<file path="src/rtl/sar_pkg.sv">
package sar_pkg;

    typedef enum logic [2:0] {
        ST_IDLE,
        ST_SETUP,
        ST_SHIFT,
        ST_CONV,
        ST_RST,
        ST_PWD
    } sar_state_t;

endpackage

</file>
<file path="src/rtl/sar_sclk_div.sv">
// Serial clock generator: runs only while enabled, high for the first
// half of each period, with single-cycle markers for the falling edge
// and the last system clock of a period.
module sar_sclk_div #(
    parameter int CLK_DIV = 4
) (
    input  logic clk,
    input  logic rst_n,
    input  logic en,
    output logic sclk,
    output logic fall_now,
    output logic period_end
);
    localparam int HI = CLK_DIV / 2;
    localparam int CW = $clog2(CLK_DIV);

    logic [CW-1:0] cnt;

    always_ff @(posedge clk or negedge rst_n) begin
        if (!rst_n) begin
            cnt <= '0;
        end else if (!en) begin
            cnt <= '0;
        end else if (cnt == CW'(CLK_DIV - 1)) begin
            cnt <= '0;
        end else begin
            cnt <= cnt + 1'b1;
        end
    end

    assign sclk       = en && (cnt < CW'(HI));
    assign fall_now   = en && (cnt == CW'(HI - 1));
    assign period_end = en && (cnt == CW'(CLK_DIV - 1));

endmodule

</file>
<file path="src/rtl/sar_shift_in.sv">
// MSB-first serial-to-parallel capture register.
module sar_shift_in #(
    parameter int DATA_W = 14
) (
    input  logic              clk,
    input  logic              rst_n,
    input  logic              clr,
    input  logic              shift_en,
    input  logic              bit_in,
    output logic [DATA_W-1:0] word
);
    always_ff @(posedge clk or negedge rst_n) begin
        if (!rst_n) begin
            word <= '0;
        end else if (clr) begin
            word <= '0;
        end else if (shift_en) begin
            word <= {word[DATA_W-2:0], bit_in};
        end
    end
endmodule

</file>
<file path="src/rtl/sar_warmup.sv">
// Saturating count of completed conversions since the last restart.
module sar_warmup #(
    parameter int WARM_FRAMES = 4
) (
    input  logic clk,
    input  logic rst_n,
    input  logic clr,
    input  logic inc,
    output logic sat
);
    localparam int WW = $clog2(WARM_FRAMES + 1);

    logic [WW-1:0] count;

    always_ff @(posedge clk or negedge rst_n) begin
        if (!rst_n) begin
            count <= '0;
        end else if (clr) begin
            count <= '0;
        end else if (inc && (count != WW'(WARM_FRAMES))) begin
            count <= count + 1'b1;
        end
    end

    assign sat = (count == WW'(WARM_FRAMES));
endmodule

</file>
<file path="src/rtl/sar_frame_ctrl.sv">
module sar_frame_ctrl
    import sar_pkg::*;
#(
    parameter int DATA_W       = 14,
    parameter int FRAME_CLKS   = 16,
    parameter int CLK_DIV      = 4,
    parameter int BUSY_TIMEOUT = 64,
    parameter int RST_LOW      = 8,
    parameter int PWD_MIN      = 32,
    parameter int WARM_FRAMES  = 4
) (
    input  logic              clk,
    input  logic              rst_n,
    input  logic              start_frame,
    input  logic              reset_req,
    input  logic              powerdown_req,
    input  logic              sync_mode,
    input  logic              adc_sdo,
    input  logic              adc_busy,
    output logic              adc_cs_n,
    output logic              adc_sclk,
    output logic              adc_fs,
    output logic              adc_pd_n,
    output logic [DATA_W-1:0] data_out,
    output logic              data_valid,
    output logic              busy_timeout_err
);
    localparam int FW  = $clog2(FRAME_CLKS + 1);
    localparam int TM1 = (CLK_DIV > BUSY_TIMEOUT) ? CLK_DIV : BUSY_TIMEOUT;
    localparam int TM2 = (RST_LOW > PWD_MIN) ? RST_LOW : PWD_MIN;
    localparam int TMAX = (TM1 > TM2) ? TM1 : TM2;
    localparam int TW  = $clog2(TMAX + 1);

    sar_state_t        state_q;
    sar_state_t        state_d;
    logic [TW-1:0]     tcnt;
    logic [FW-1:0]     fcnt;
    logic              busy_seen;
    logic              sclk_en;
    logic              sclk_w;
    logic              fall_now;
    logic              period_end;
    logic [DATA_W-1:0] word;
    logic              warm_sat;
    logic              setup_done;
    logic              shift_done;
    logic              conv_done;
    logic              conv_to;
    logic              rst_done;
    logic              pwd_release;
    logic              shift_en;
    logic              warm_clr;
    logic              warm_inc;
    logic              valid_q;
    logic [DATA_W-1:0] data_q;
    logic              err_q;

    // ---------------- sub-blocks ----------------
    assign sclk_en = (state_q == ST_SHIFT);

    sar_sclk_div #(.CLK_DIV(CLK_DIV)) u_div (
        .clk        (clk),
        .rst_n      (rst_n),
        .en         (sclk_en),
        .sclk       (sclk_w),
        .fall_now   (fall_now),
        .period_end (period_end)
    );

    assign shift_en = (state_q == ST_SHIFT) && fall_now && (fcnt < FW'(DATA_W));

    sar_shift_in #(.DATA_W(DATA_W)) u_shift (
        .clk      (clk),
        .rst_n    (rst_n),
        .clr      (state_q == ST_SETUP),
        .shift_en (shift_en),
        .bit_in   (adc_sdo),
        .word     (word)
    );

    assign warm_clr = (state_q == ST_RST) || (state_q == ST_PWD);
    assign warm_inc = (state_q == ST_CONV) && conv_done && !warm_sat;

    sar_warmup #(.WARM_FRAMES(WARM_FRAMES)) u_warm (
        .clk   (clk),
        .rst_n (rst_n),
        .clr   (warm_clr),
        .inc   (warm_inc),
        .sat   (warm_sat)
    );

    // ---------------- transition conditions ----------------
    assign setup_done  = (tcnt == TW'(CLK_DIV - 1));
    assign shift_done  = period_end && (fcnt == FW'(FRAME_CLKS));
    assign conv_done   = busy_seen && !adc_busy;
    assign conv_to     = (tcnt == TW'(BUSY_TIMEOUT - 1)) && !conv_done;
    assign rst_done    = (tcnt == TW'(RST_LOW - 1));
    assign pwd_release = !powerdown_req && (tcnt >= TW'(PWD_MIN - 1));

    // ---------------- state register ----------------
    always_ff @(posedge clk or negedge rst_n) begin
        if (!rst_n) begin
            state_q <= ST_IDLE;
        end else begin
            state_q <= state_d;
        end
    end

    // ---------------- next state ----------------
    always_comb begin
        state_d = state_q;
        if (powerdown_req && (state_q != ST_PWD)) begin
            state_d = ST_PWD;
        end else if (reset_req && (state_q != ST_RST) && (state_q != ST_PWD)) begin
            state_d = ST_RST;
        end else begin
            unique case (state_q)
                ST_IDLE:  if (start_frame && !adc_busy) state_d = ST_SETUP;
                ST_SETUP: if (setup_done) state_d = ST_SHIFT;
                ST_SHIFT: if (shift_done) state_d = ST_CONV;
                ST_CONV:  if (conv_done || conv_to) state_d = ST_IDLE;
                ST_RST:   if (rst_done) state_d = ST_IDLE;
                ST_PWD:   if (pwd_release) state_d = ST_IDLE;
                default:  state_d = ST_IDLE;
            endcase
        end
    end

    // ---------------- counters and result registers ----------------
    always_ff @(posedge clk or negedge rst_n) begin
        if (!rst_n) begin
            tcnt      <= '0;
            fcnt      <= '0;
            busy_seen <= 1'b0;
            valid_q   <= 1'b0;
            data_q    <= '0;
            err_q     <= 1'b0;
        end else begin
            if (state_d != state_q) begin
                tcnt <= '0;
            end else if (tcnt != '1) begin
                tcnt <= tcnt + 1'b1;
            end

            if (state_q != ST_SHIFT) begin
                fcnt <= '0;
            end else if (fall_now) begin
                fcnt <= fcnt + 1'b1;
            end

            if (state_q != ST_CONV) begin
                busy_seen <= 1'b0;
            end else if (adc_busy) begin
                busy_seen <= 1'b1;
            end

            valid_q <= (state_q == ST_CONV) && conv_done && warm_sat;
            if ((state_q == ST_CONV) && conv_done && warm_sat) begin
                data_q <= word;
            end

            if ((state_q == ST_CONV) && conv_to) begin
                err_q <= 1'b1;
            end
        end
    end

    // ---------------- pin outputs ----------------
    always_comb begin
        adc_cs_n = !((state_q == ST_SETUP) || (state_q == ST_SHIFT));
        adc_pd_n = !((state_q == ST_RST) || (state_q == ST_PWD));
        adc_sclk = sclk_w;
        if (sync_mode) begin
            adc_fs = (state_q == ST_SETUP) && (tcnt != '0);
        end else begin
            adc_fs = 1'b1;
        end
    end

    assign data_out         = data_q;
    assign data_valid       = valid_q;
    assign busy_timeout_err = err_q;

endmodule

</file>
<file path="config.mk">
export PLATFORM = sky130hd
export DESIGN_NAME = sar_frame_ctrl
export DESIGN_NICKNAME = d
export VERILOG_FILES = /design/src/rtl/sar_pkg.sv /design/src/rtl/sar_sclk_div.sv /design/src/rtl/sar_shift_in.sv /design/src/rtl/sar_warmup.sv /design/src/rtl/sar_frame_ctrl.sv
export SDC_FILE = /design/constraint.sdc
export NUM_CORES = 1
export LEC_CHECK = 0
export BUFFER_PORTS_ARGS = -buffer_cell sky130_fd_sc_hd__buf_4
export CORE_ASPECT_RATIO = 1.5
export CORE_UTILIZATION = 55
export DETAILED_ROUTE_END_ITERATION = 6
export GPL_TIMING_DRIVEN = 0
export PLACE_DENSITY = 0.76
export SYNTH_ARGS = -nofsm -noshare
export SYNTH_HDL_FRONTEND = slang
export SYNTH_SLANG_ARGS = --single-unit
</file>
<file path="constraint.sdc">
create_clock -name clk -period 2.1 [get_ports clk]
set_input_delay 0.315 -clock clk [delete_from_list [all_inputs] [get_ports clk]]
set_output_delay 0.315 -clock clk [all_outputs]
set_load 0.01 [all_outputs]
</file>
# [Word level (Yosys, flattened, before mapping)]
# Index checks and enable logic that the tools add are counted.
[word_totals] input_bits=8 mem_bits_ro=0 mem_count=0 ramBits=0 ff_bits=51 latch_bits=0
[op_classes] reduce_logical=35 add_sub_neg=4 magnitude_cmp=3 n_eq_ne=19 muxes=22 bitwise=0 n_mul=0 shifts=0 div=0
[op_table] operator="two-way mux 3 bit" count=10
[op_table] operator="two-way mux 14 bit" count=2
[op_table] operator="logical AND 1 bit" count=19
[op_table] operator="one-hot mux 3 bit (6 select lines)" count=1
[op_table] operator="two-way mux 7 bit" count=2
[op_table] operator="two-way mux 5 bit" count=2
[op_table] operator="nonzero test 2 bit" count=5
[op_table] operator="== test 3 bit (second input constant)" count=3
[op_table] operator="inequality test 3 bit (second input constant)" count=3
[op_table] operator="adder 7 x 1 -> 7 bit (second input constant)" count=1
[op_table] operator="== test 7 x 2 -> 1 bit (second input constant)" count=1
[op_table] operator="== test 7 x 3 -> 1 bit (second input constant)" count=1
[op_table] operator="== test 7 x 6 -> 1 bit (second input constant)" count=1
[op_table] operator="greater-or-equal comparator 7 x 5 -> 1 bit (second input constant)" count=1
[op_table] operator="inequality test 7 bit (second input constant)" count=1
[op_table] operator="nonzero test 7 bit" count=1
[op_table] operator="== test 3 x 2 -> 1 bit (second input constant)" count=2
[op_table] operator="zero test 1 bit" count=6
[op_table] operator="inequality test 3 x 2 -> 1 bit (second input constant)" count=2
[op_table] operator="adder 5 x 1 -> 5 bit (second input constant)" count=1
[op_table] operator="== test 5 bit (second input constant)" count=1
[op_table] operator="< comparator 5 x 4 -> 1 bit (second input constant)" count=1
[op_table] operator="two-way mux 2 bit" count=2
[op_table] operator="adder 3 x 1 -> 3 bit (second input constant)" count=1
[op_table] operator="9 further kinds" count=13

# [Longest topological paths before layout]
# Gate-level depths: netlist of run 1.
[depth] ltp_word=11 mapped_depth=7 ltp_nobuf=7

# [Hierarchy]
# From an unflattened synthesis of run 1, not the netlist that was laid out.
[unflattened] cells_unflattened=265 area_unflattened_um2=2577.5
[by_module_without_submodules] mod="sar_frame_ctrl" instances=1 cells_per_inst=192 area_per_inst_um2=1685.4
[by_module_without_submodules] mod="sar_shift_in" instances=1 cells_per_inst=45 area_per_inst_um2=578.1
[by_module_without_submodules] mod="sar_warmup" instances=1 cells_per_inst=18 area_per_inst_um2=197.7
[by_module_without_submodules] mod="sar_sclk_div" instances=1 cells_per_inst=10 area_per_inst_um2=116.4

# [Worst setup path after synthesis of run 1]
# No wires, ideal clock.
[synth_path] path_kind="register -> register" from="register tcnt[0]" to="register tcnt[2]" n_path_buf=0 required_time_ns=2.019 stages_incl_launch_ff=7 arrival_ns=1.805 synth_period_minus_slack_ns=1.885 setup_slack_ns=0.215 path_cell_list="dfrtp_1 -> ha_1 -> nand2_2 -> or3_4 -> a2111oi_4 -> o211ai_4 -> nor3_2"
[synth_between] elab_chain_len=9 word_cells_on_any_way=20 cone_classes="1 x add/sub; 1 x order compare; 5 x eq/ne; 9 x mux; 4 x reduce/logical"
[synth_lines] element="start, declared" line="sar_frame_ctrl.sv:36" text="logic [TW-1:0] tcnt;"
[synth_lines] element="start signal, assigned" line="sar_frame_ctrl.sv:142" text="tcnt <= tcnt + 1'b1;"
[synth_lines] element="branches (longest 9 deep; another with greater-or-equal comparator 7 x 5 -> 1 bit)"
# Several ways; the timed one is not identified. The select of a mux whose other input is x is not followed.
# A chain may end at the register's enable or synchronous reset.

# [Final worst setup path of run 1]
[layout_path] from="register tcnt[5]" to="output port adc_fs"
[layout_between] elab_chain_len=3
[layout_lines] element="nonzero test 7 bit" line="sar_frame_ctrl.sv:174" text="adc_fs = (state_q == ST_SETUP) && (tcnt != '0);"
[layout_lines] element="logical AND 1 bit" line="sar_frame_ctrl.sv:174"
[layout_lines] element="two-way mux 1 bit" line="sar_frame_ctrl.sv:173" text="if (sync_mode) begin"
[layout_lines] element="end, declared" line="sar_frame_ctrl.sv:22" text="output logic adc_fs,"
# No other way between the ends.

==> metrics, run 1 <==
status=complete, but fails checks; failing checks=design-rule violations; final critical-path share of the clock period=98.1%; Final Setup Violations=0; crit path kind=register to output pin; DR vias/cell=5.74; Worst-Skew Late Latency=0.31 ns; most frequent cells in the layout=46 x dfrtp_1, 34 x nand2_1, 31 x buf_4; via count of the first global-routing pass=1777; Area Overhead vs Synth=16.3%; die area=between 4000 and 5000 um2; Seq. cell area=approximately 1300 um2; RR Startpoint=tcnt[5]; routed wl met2=2410 um; final worst slack=0.0401 ns; area share of the largest cell type after synthesis=51.0%; Synth Instances=242; Filler cells=343; CP startpoint=tcnt[5]; register area share after synthesis=51.0%; Worst Path Required=approximately 1.8 ns; average size of a mapped cell=10.3 um2; Crit path max-delay family=simple AND/OR/NAND/NOR gates; Max Freq=0.485 GHz; met3 wire len=174 um; worst-margin pin slew=0.618 ns; final RePlAce weighted congestion=slightly below 0.8; Hold Crit Class=input pin to asynchronous set/reset pin; Post-Syn Area=2500 um2; largest stage delay on the critical path=slightly below 0.6 ns; Routed wire per std cell=14.4 um; Port Buffers=26; final WL=4660 um; Starting Density=just under 60%; top cell type by total area after synthesis=dfrtp_1; IO Pins=28; skew final=0.00822 ns; crit path DAT=1.74 ns; clk sinks=just over 50; maximum net fanout on the critical path=6; Buf/Inv on CP=1; routed vias=1855; P_leak=1.36 nW; share of cells above drive strength 1=28.2%; Area after DPL=2750 um2; initial antenna violation count=0; starting DRC count in detailed routing=95; DR DRC count=8; TritonCTS clock tree=built; total CTS buffers=5; # diodes=0; root buffer cell=clkbuf_8; Max Cap Viol=0; Yosys cell types=45; Final Hold Vio Count=0; pre-CTS WS=-0.0767 ns; Startpoint Class=register; row cnt=29; largest net degree at the start of global routing=52; layout net count=292; multi-input logic area=1160 um2; Die H=84.6 um; gr usage total=21.4%; Main synth FF type=dfrtp_1; FF+latch count, synth=51; RSZ-0062 raised after global routing=yes; Top Layer Used=met4; Final Cell Area=2910 um2; YS warnings=0; CP max stage cell=or4_4; Clk pin slew, worst setup/hold paths=0.09 ns; most common cell after layout, fill and taps aside=dfrtp_1; first-pass GRT wire length=7970 um; DP Wirelength=3310 um; hold-fix buffers at CTS=0; DIE WIDTH=approximately 57 um; Synth area leaders=dfrtp_1 51%, mux2_2 6.3%, nand2_1 5.3%; VDD IR max=608 uV; deepest clock path buffer count=2; met1 wire length=between 1500 and 2000 um; Critical Path Sink Type=output pin; number of synthesized flops with an enable pin=0; ys async rst share=100%; max-slew violations=0; min cycle time layout=2.06 ns; PD cells=753 nW/um2; Post-Syn Nets=approximately 260; setup TNS=0 ns; TritonRoute pass-1 iters=6; GRT overflow=0; Post-Layout Cell Count=between 300 and 400; core area=4280 um2; H-Tree Depth=2; CP Cell Sequence=or4_4, nor2_4, a21o_1, nand2_1, buf_4; Max transition margin=58.8%; final core utilization=approximately two thirds; Inst Count DP=314; Antenna Violating Nets Remaining=0
[per-layer routing]
| metal | up-vias | global-route usage [%] |
|---|---|---|
| li1 | 891 | - |
| met1 | 901 | 26.5 |
| met2 | 53 | 35.4 |
| met3 | 10 | 3.70 |
| met4 | 0 | 10.9 |
| met5 | - | 0 |
[Yosys cell counts (3+ instances only)]
cell and n:
dfrtp_1 51, nand2_1 35, nor2_1 27, o21ai_0 16
mux2_2 14, inv_1 12, ha_1 8, a21oi_1 6
buf_2 6, and3_1 4, clkbuf_1 4, nand4_1 4
nor3_2 4, xnor2_1 4, xor2_1 4, a21o_1 3
mux2i_1 3, nand3_1 3, nor2b_1 3, nor3_1 3
[metrics by stage]
stage / total power [W] / hold slack (ns)
final: 0.00219 / 0.0219
after global routing: 0.00231 / 0.0705
after CTS: 0.00218 / 0.0404
after detailed placement: 0.00157 / 0.378
after global placement: 0.00156 / 0.382
after floorplan: 0.00141 / 0.0194
[state kept, by name, indices dropped and copies added (netlist names), 2 cells and up]
name,flops
state_q,3
u_warm.count,3
u_div.cnt,2
fcnt,5
data_out,14
u_shift.word,14
tcnt,7
[power breakdown]
group,switching [W],internal (W)
Combinational,0.000301,0.000215
Clock,0.000330,0.000269
Sequential,0.0000538,0.00102
Total,0.000685,0.00150
[path summary, 6_finish.rpt]
check                                   endpoint  slack (ns)  cells after the start
worst min-delay path             u_shift.word[8]        0.02                      1
worst max-delay path                      adc_fs        0.04                      5
min in group clk                 u_shift.word[0]        0.22                      3
worst min register to register  busy_timeout_err        0.48                      2
worst max register to register           tcnt[6]        0.08                      5
max in group asynchronous                tcnt[0]        1.63                      1
[cells by family after synthesis]
family,after synthesis,share of synthesized area (%)
flip-flops,51,51.0
AND/OR/NAND/NOR,97,19.9
AO/OA/AOI/OAI,38,10.9
buffers and inverters,23,3.90
XOR/XNOR,8,2.80
multiplexers,17,7.50
adder cells (fa/ha/maj),8,4.00
[timing repair]
| item | 4_1_cts | 5_1_grt |
|---|---|---|
| buffers inserted | 1 | 3 |
| gates resized for setup | 6 | 7 |
| endpoints found under the hold margin | 0 | 0 |
| pin swaps | 1 | 1 |
| endpoints found under the setup margin | 14 | 32 |
[layout make-up]
class	instances	share of cell area, %
Buffer	8	1.42
Sequential cell	51	44.1
Clock inverter	2	0.559
Timing Repair Buffer	30	7.74
Multi-Input combinational cell	168	39.8
Clock buffer	6	2.84
Tap cell	46	1.98
Inverter	12	1.55
Note: power is estimated with default switching activity, not from simulation.
==> run 2, diff against run 1 <==
--- a/config.mk
+++ b/config.mk
@@ -8,6 +8,7 @@
 export BUFFER_PORTS_ARGS = -buffer_cell sky130_fd_sc_hd__buf_4
 export CORE_ASPECT_RATIO = 1.5
 export CORE_UTILIZATION = 55
+export CTS_BUF_LIST = sky130_fd_sc_hd__clkbuf_8 sky130_fd_sc_hd__clkbuf_16
 export DETAILED_ROUTE_END_ITERATION = 6
 export GPL_TIMING_DRIVEN = 0
 export PLACE_DENSITY = 0.76
==> constraint.sdc (replaced) <==
create_clock -name clk -period 2.1 [get_ports clk]
set_input_delay 0.105 -clock clk [delete_from_list [all_inputs] [get_ports clk]]
set_output_delay 0.105 -clock clk [all_outputs]
set_load 0.01 [all_outputs]
==> metrics, run 2 (synthesized netlist as in run 1, its figures left out) <==
row cnt=29; Clk pwr share=between 20% and 30%; root buffer cell=clkbuf_8; total CTS buffers=5; deepest clock path buffer count=2; Max Freq=0.500 GHz; routed vias=between 1500 and 2000; Port Buffers=26; max-slew violations=0; crit path DAT=2.23 ns; core area=4280 um2; DR vias/cell=approximately 5.7; Max Cap Viol=0; Critical Path Sink Type=register; clk sinks=51; hold wc startpoint=adc_sdo; Antenna Violating Nets Remaining=0; layout net count=292; Die H=84.6 um; DR DRC count=8; Clk pin slew, worst setup/hold paths=0.10 ns; failing checks=design-rule violations; Worst-Skew Late Latency=0.31 ns; Seq pwr share=49.0%; via count of the first global-routing pass=1768; first-pass GRT wire length=roughly 8000 um; Max transition margin=roughly 58%; Startpoint Class=register; DIE WIDTH=57.1 um; final WL=roughly 4600 um; GRT overflow=0; largest net degree at the start of global routing=52; initial antenna violation count=0; Worst Path Required=~2.3 ns; worst-margin pin slew=0.623 ns; Area Overhead vs Synth=15.7%; most frequent cells in the layout=50 x dfrtp_1, 34 x nand2_1, 28 x buf_4; TritonCTS clock tree=built; final critical-path share of the clock period=95.3%; IO Pins=28; Worst R2R Path Depth=6; share of cells above drive strength 1=26.0%; min cycle time layout=2.00 ns; internal power=approximately 0.0015 W; Starting Density=58.4%; gr usage total=a little over a fifth; RSZ-0062 raised after global routing=yes; combinational fraction of design power=23.4%; Final Cell Area=2890 um2; H-Tree Depth=2; worst hold path cell count=3; most common cell after layout, fill and taps aside=dfrtp_1; # diodes=0; die area=between 4000 and 5000 um2; VDD IR max=599 uV; Area after DPL=2750 um2; skew final=0.00747 ns; Final Hold Vio Count=0; reg2reg end=tcnt[3]; Hold Crit Class=input pin to register; DP Wirelength=3310 um; final RePlAce weighted congestion=roughly 0.79; RR Startpoint=tcnt[1]; setup TNS=0 ns; reg2reg setup slack=0.1 ns; sw power=0.000679 W; P_leak=1.36 nW; TritonRoute pass-1 iters=6; Final Setup Violations=0; starting DRC count in detailed routing=97; PD cells=749 nW/um2; maximum net fanout on the critical path=7; Net Sw Frac=31.3%; Routed wire per std cell=roughly 14 um; crit path kind=register to register; status=complete, but fails checks; hold-critical path endpoint=u_shift.word[0]
==> run 2: cell count changes in the layout (fill, tap and decap cells not counted) <==
cell,before,now
buf_4,31,28
clkbuf_2,1,2
dfrtp_2,5,1
dlygate4sd3_1,0,1
nor2_1,26,27
dfrtp_1,46,50
nor2_4,1,0
buf_2,5,6
==> run 2: layer usage <==
| layer | GRT usage (%) | share of wire (%) | up-vias | wire (um) |
|---|---|---|---|---|
| li1 | - | - | 893 | - |
| met4 | 10.2 | 2.1 | 0 | 96 |
| met5 | 0 | 0 | - | 0 |
| met2 | 35.3 | 52 | 43 | 2410 |
| met3 | 3.70 | 3.4 | 8 | 156 |
| met1 | 26.9 | 43 | 907 | 1970 |
==> run 2: area by class of cell <==
type / count / area, um2
plain buffers: 10 / 51.3
multi-input cells: 168 / 1150
inverters: 12 / 45.0
repair buffers: 28 / 213
flip-flops and latches: 51 / 1280
fillers: 346 / 1390
well taps: 46 / 57.6
clock buffers: 6 / 82.6
clock inverters: 2 / 16.3
==> run 2: timing repair <==
item	in CTS	in global routing
hold endpoints to repair	51	0
hold buffers	1	0
endpoints found under the setup margin	13	23
pin swaps	0	1
setup buffers	0	1
resized for setup	4	4
==> run 2: worst max-delay path by stage <==
stage	start	to	slack [ns]	cells past startpoint
2_1_floorplan	tcnt[0]	tcnt[2]	0.21	6
3_3_place_gp	state_q[0]	data_out[7]	-0.03	5
3_5_place_dp	state_q[0]	data_out[7]	-0.04	5
4_1_cts	tcnt[0]	tcnt[3]	0.03	6
5_1_grt	tcnt[3]	tcnt[0]	-0.04	6
6_report	tcnt[1]	tcnt[3]	0.1	6
==> run 2: worst max-delay path: stages (launching register included) <==
cell and delay [ns]:
dfrtp_1 0.47, ha_4 0.21, nand2_2 0.09, or3_4 0.41, a2111oi_4 0.37, o211ai_4 0.17
nor3_2 0.20
==> run 2: through the flow <==
| stage | cells | util, % | total power, W | setup WS (ns) | hold slack (ns) |
|---|---|---|---|---|---|
| CTS | 322 | 67.0 | 0.00218 | 0.0287 | 0.00549 |
| detailed placement | 314 | 64.3 | 0.00157 | -0.0370 | 0.168 |
| global route | 323 | 67.6 | 0.00229 | -0.0357 | 0.0381 |
| global placement | 314 | 64.3 | 0.00156 | -0.0251 | 0.172 |
| floorplan | 242 | - | 0.00141 | 0.215 | -0.191 |
| finish | 323 | 67.6 | 0.00217 | 0.0996 | 0.0131 |
==> run 2: power groups by stage <==
stage / Sequential, W / Clock, W / Combinational [W]
floorplan: 0.00106 / 0 / 0.000353
global placement: 0.00107 / 0 / 0.000491
detailed placement: 0.00107 / 0 / 0.000501
CTS: 0.00105 / 0.000618 / 0.000506
global route: 0.00107 / 0.000660 / 0.000567
finish: 0.00106 / 0.000597 / 0.000508
==> run 3, diff against run 2 <==
--- a/config.mk
+++ b/config.mk
@@ -5,13 +5,14 @@
 export SDC_FILE = /design/constraint.sdc
 export NUM_CORES = 1
 export LEC_CHECK = 0
+export ABC_AREA = 1
 export BUFFER_PORTS_ARGS = -buffer_cell sky130_fd_sc_hd__buf_4
 export CORE_ASPECT_RATIO = 1.5
-export CORE_UTILIZATION = 55
+export CORE_UTILIZATION = 52
 export CTS_BUF_LIST = sky130_fd_sc_hd__clkbuf_8 sky130_fd_sc_hd__clkbuf_16
 export DETAILED_ROUTE_END_ITERATION = 6
 export GPL_TIMING_DRIVEN = 0
-export PLACE_DENSITY = 0.76
+export PLACE_DENSITY = 0.75
 export SYNTH_ARGS = -nofsm -noshare
 export SYNTH_HDL_FRONTEND = slang
 export SYNTH_SLANG_ARGS = --single-unit
==> constraint.sdc (replaced) <==
create_clock -name clk -period 1.8 [get_ports clk]
set_input_delay 0.09 -clock clk [delete_from_list [all_inputs] [get_ports clk]]
set_output_delay 0.09 -clock clk [all_outputs]
set_load 0.01 [all_outputs]
==> metrics, run 3 <==
Yosys cell types=29; number of synthesized flops with an enable pin=0; routing usage on met1=21.6%; Starting Density=53.8%; crit path DAT=roughly 1.9 ns; total CTS buffers=5; register area share after synthesis=52.7%; final RePlAce weighted congestion=0.794; final worst slack=0.0973 ns; row cnt=30; routed vias=1872; first-pass GRT wire length=roughly 7600 um; most common cell after layout, fill and taps aside=dfrtp_1; ys async rst share=between 90% and 100%; max-slew violations=0; root buffer cell=clkbuf_8; share of cells above drive strength 1=28.9%; met3 usage=4.22%; hold wc startpoint=adc_sdo; top cell type by total area after synthesis=dfrtp_1; Worst-Skew Late Latency=0.30 ns; Startpoint Class=register; deepest clock path buffer count=2; final WL=4340 um; average size of a mapped cell=8.81 um2; die area=4940 um2; crit path kind=register to register; Post-Layout Cell Count=~370; clk sinks=51; DP Wirelength=3160 um; global routing's busiest layer=met2; starting DRC count in detailed routing=50; min cycle time layout=about 1.7 ns; P_leak=1.43 nW; worst-margin pin slew=0.627 ns; reg2reg setup slack=0.1 ns; initial antenna violation count=0; DR DRC count=3; Final Setup Violations=0; status=complete, but fails checks; Port Buffers=27; DR vias/cell=5.11; largest net degree at the start of global routing=52; Main synth FF type=dfrtp_1; RR Startpoint=tcnt[1]; Hold Crit Class=input pin to register; Synth Instances=275; GRT overflow=0; IO Pins=28; failing checks=design-rule violations; TritonCTS clock tree=built; Clk pin slew, worst setup/hold paths=0.09 ns; maximum net fanout on the critical path=7; Max Cap Viol=0; VDD IR max=578 uV; gr usage total=approximately 20%; skew final=0.00654 ns; final core utilization=65.8%; Worst Path Required=1.98 ns; most frequent cells in the layout=48 x dfrtp_1, 45 x nand2_1, 40 x inv_1; Synth area leaders=dfrtp_1 53%, nand2_1 7.7%, inv_1 6.4%; # diodes=0; H-Tree Depth=2; YS warnings=0; most common cell in the netlist=dfrtp_1; synth cell count leaders=51 x dfrtp_1, 50 x nand2_1, 41 x inv_1; DIE WIDTH=57.7 um; pre-CTS WS=-0.0625 ns; Post-Syn Area=2420 um2; Routed wire per std cell=approximately 12 um; Die H=about 86 um; CP startpoint=tcnt[1]; TritonRoute pass-1 iters=6; area share of the largest cell type after synthesis=a little over half; final critical-path share of the clock period=94.6%; Post-Syn Nets=291; Inst Count DP=350; GR Layer Usage met2=approximately 37%; Max transition margin=just under 60%; Antenna Violating Nets Remaining=0; Area Overhead vs Synth=22.3%; FF+latch count, synth=51; Critical Path Sink Type=register; via count of the first global-routing pass=1817; Final Hold Vio Count=0; PD cells=994 nW/um2; layout net count=333; Max Freq=0.587 GHz; core area=between 4000 and 5000 um2
## run 3: cell types whose count changed after synthesis, sizes merged, moves of 7 or more
cell | before | now
mux2 | 14 | 0
nor2 | 27 | 34
nand3 | 3 | 13
inv | 12 | 44
nand2 | 36 | 58
o22ai | 0 | 13
o21ai | 16 | 24
## run 3: metrics by stage
step / power [W] / hold slack, ns / cell area, um2 / TNS (ns)
2_1_floorplan: 0.00177 / -0.206 / 2420 / 0
3_3_place_gp: 0.00193 / 0.153 / 2690 / -0.265
3_5_place_dp: 0.00194 / 0.151 / 2690 / -0.360
4_1_cts: 0.00289 / 0.0561 / 2850 / 0
5_1_grt: 0.00311 / 0.0533 / 2960 / -0.0996
6_report: 0.00294 / 0.0545 / 2960 / 0
## run 3: worst max-delay path: stages, from the launching register on
cell and delay, ns:
dfrtp_1 0.41, ha_4 0.18, inv_2 0.05, nor2_4 0.12, nand2_2 0.06, nand2_2 0.08
nand2_1 0.06, nor2_1 0.13, nand2_1 0.08, nand2_2 0.07, nand2_2 0.06, nand2_2 0.06
nand2_2 0.06, nand2_4 0.12, nor2_2 0.05
## run 3: what timing repair did
item | CTS | global route
pin swaps | 3 | 9
gates resized for setup | 4 | 19
hold endpoints to repair | 51 | 0
gates cloned | 0 | 0
setup buffers | 2 | 6
endpoints found under the setup margin | 8 | 27
hold buffers | 1 | 0
## run 3: cell families after synthesis
family | after synthesis | share of synthesized area (%)
and+or+nand+nor | 115 | 22.8
DFF | 51 | 52.7
AOI/OAI and AO/OA | 49 | 11.3
buffers and inverters | 49 | 8.01
adders and majority gates | 8 | 4.13
xor gates and xnor gates | 3 | 1.08
## run 3: final cells by class
class / count / area [um2]
flip-flops and latches: 51 / 1280
inverters: 44 / 170
clock buffers: 5 / 68.8
plain buffers: 4 / 21.3
repair buffers: 36 / 273
fillers: 367 / 1540
clock inverters: 3 / 63.8
multi-input cells: 175 / 1020
well taps: 48 / 60.1
## run 3: metal layers
metal | routed length (um) | up-vias
met3 | 124 | 9
met5 | 0 | -
met4 | 80 | 0
met2 | 2400 | 33
met1 | 1740 | 868
li1 | - | 962
## run 3: path summary, 6_finish.rpt
kind / to / depth (start not counted)
worst max-delay path: tcnt[4] / 14
worst min-delay path: u_shift.word[0] / 3
worst max register to register: tcnt[4] / 14
worst min register to register: u_div.cnt[0] / 1
max in group asynchronous: state_q[0] / 2
min in group asynchronous: data_out[1] / 2
## run 3: power by group
part           switching [W]  internal [W]
registers          0.0000504       0.00120
clock network       0.000360      0.000550
logic               0.000499      0.000289
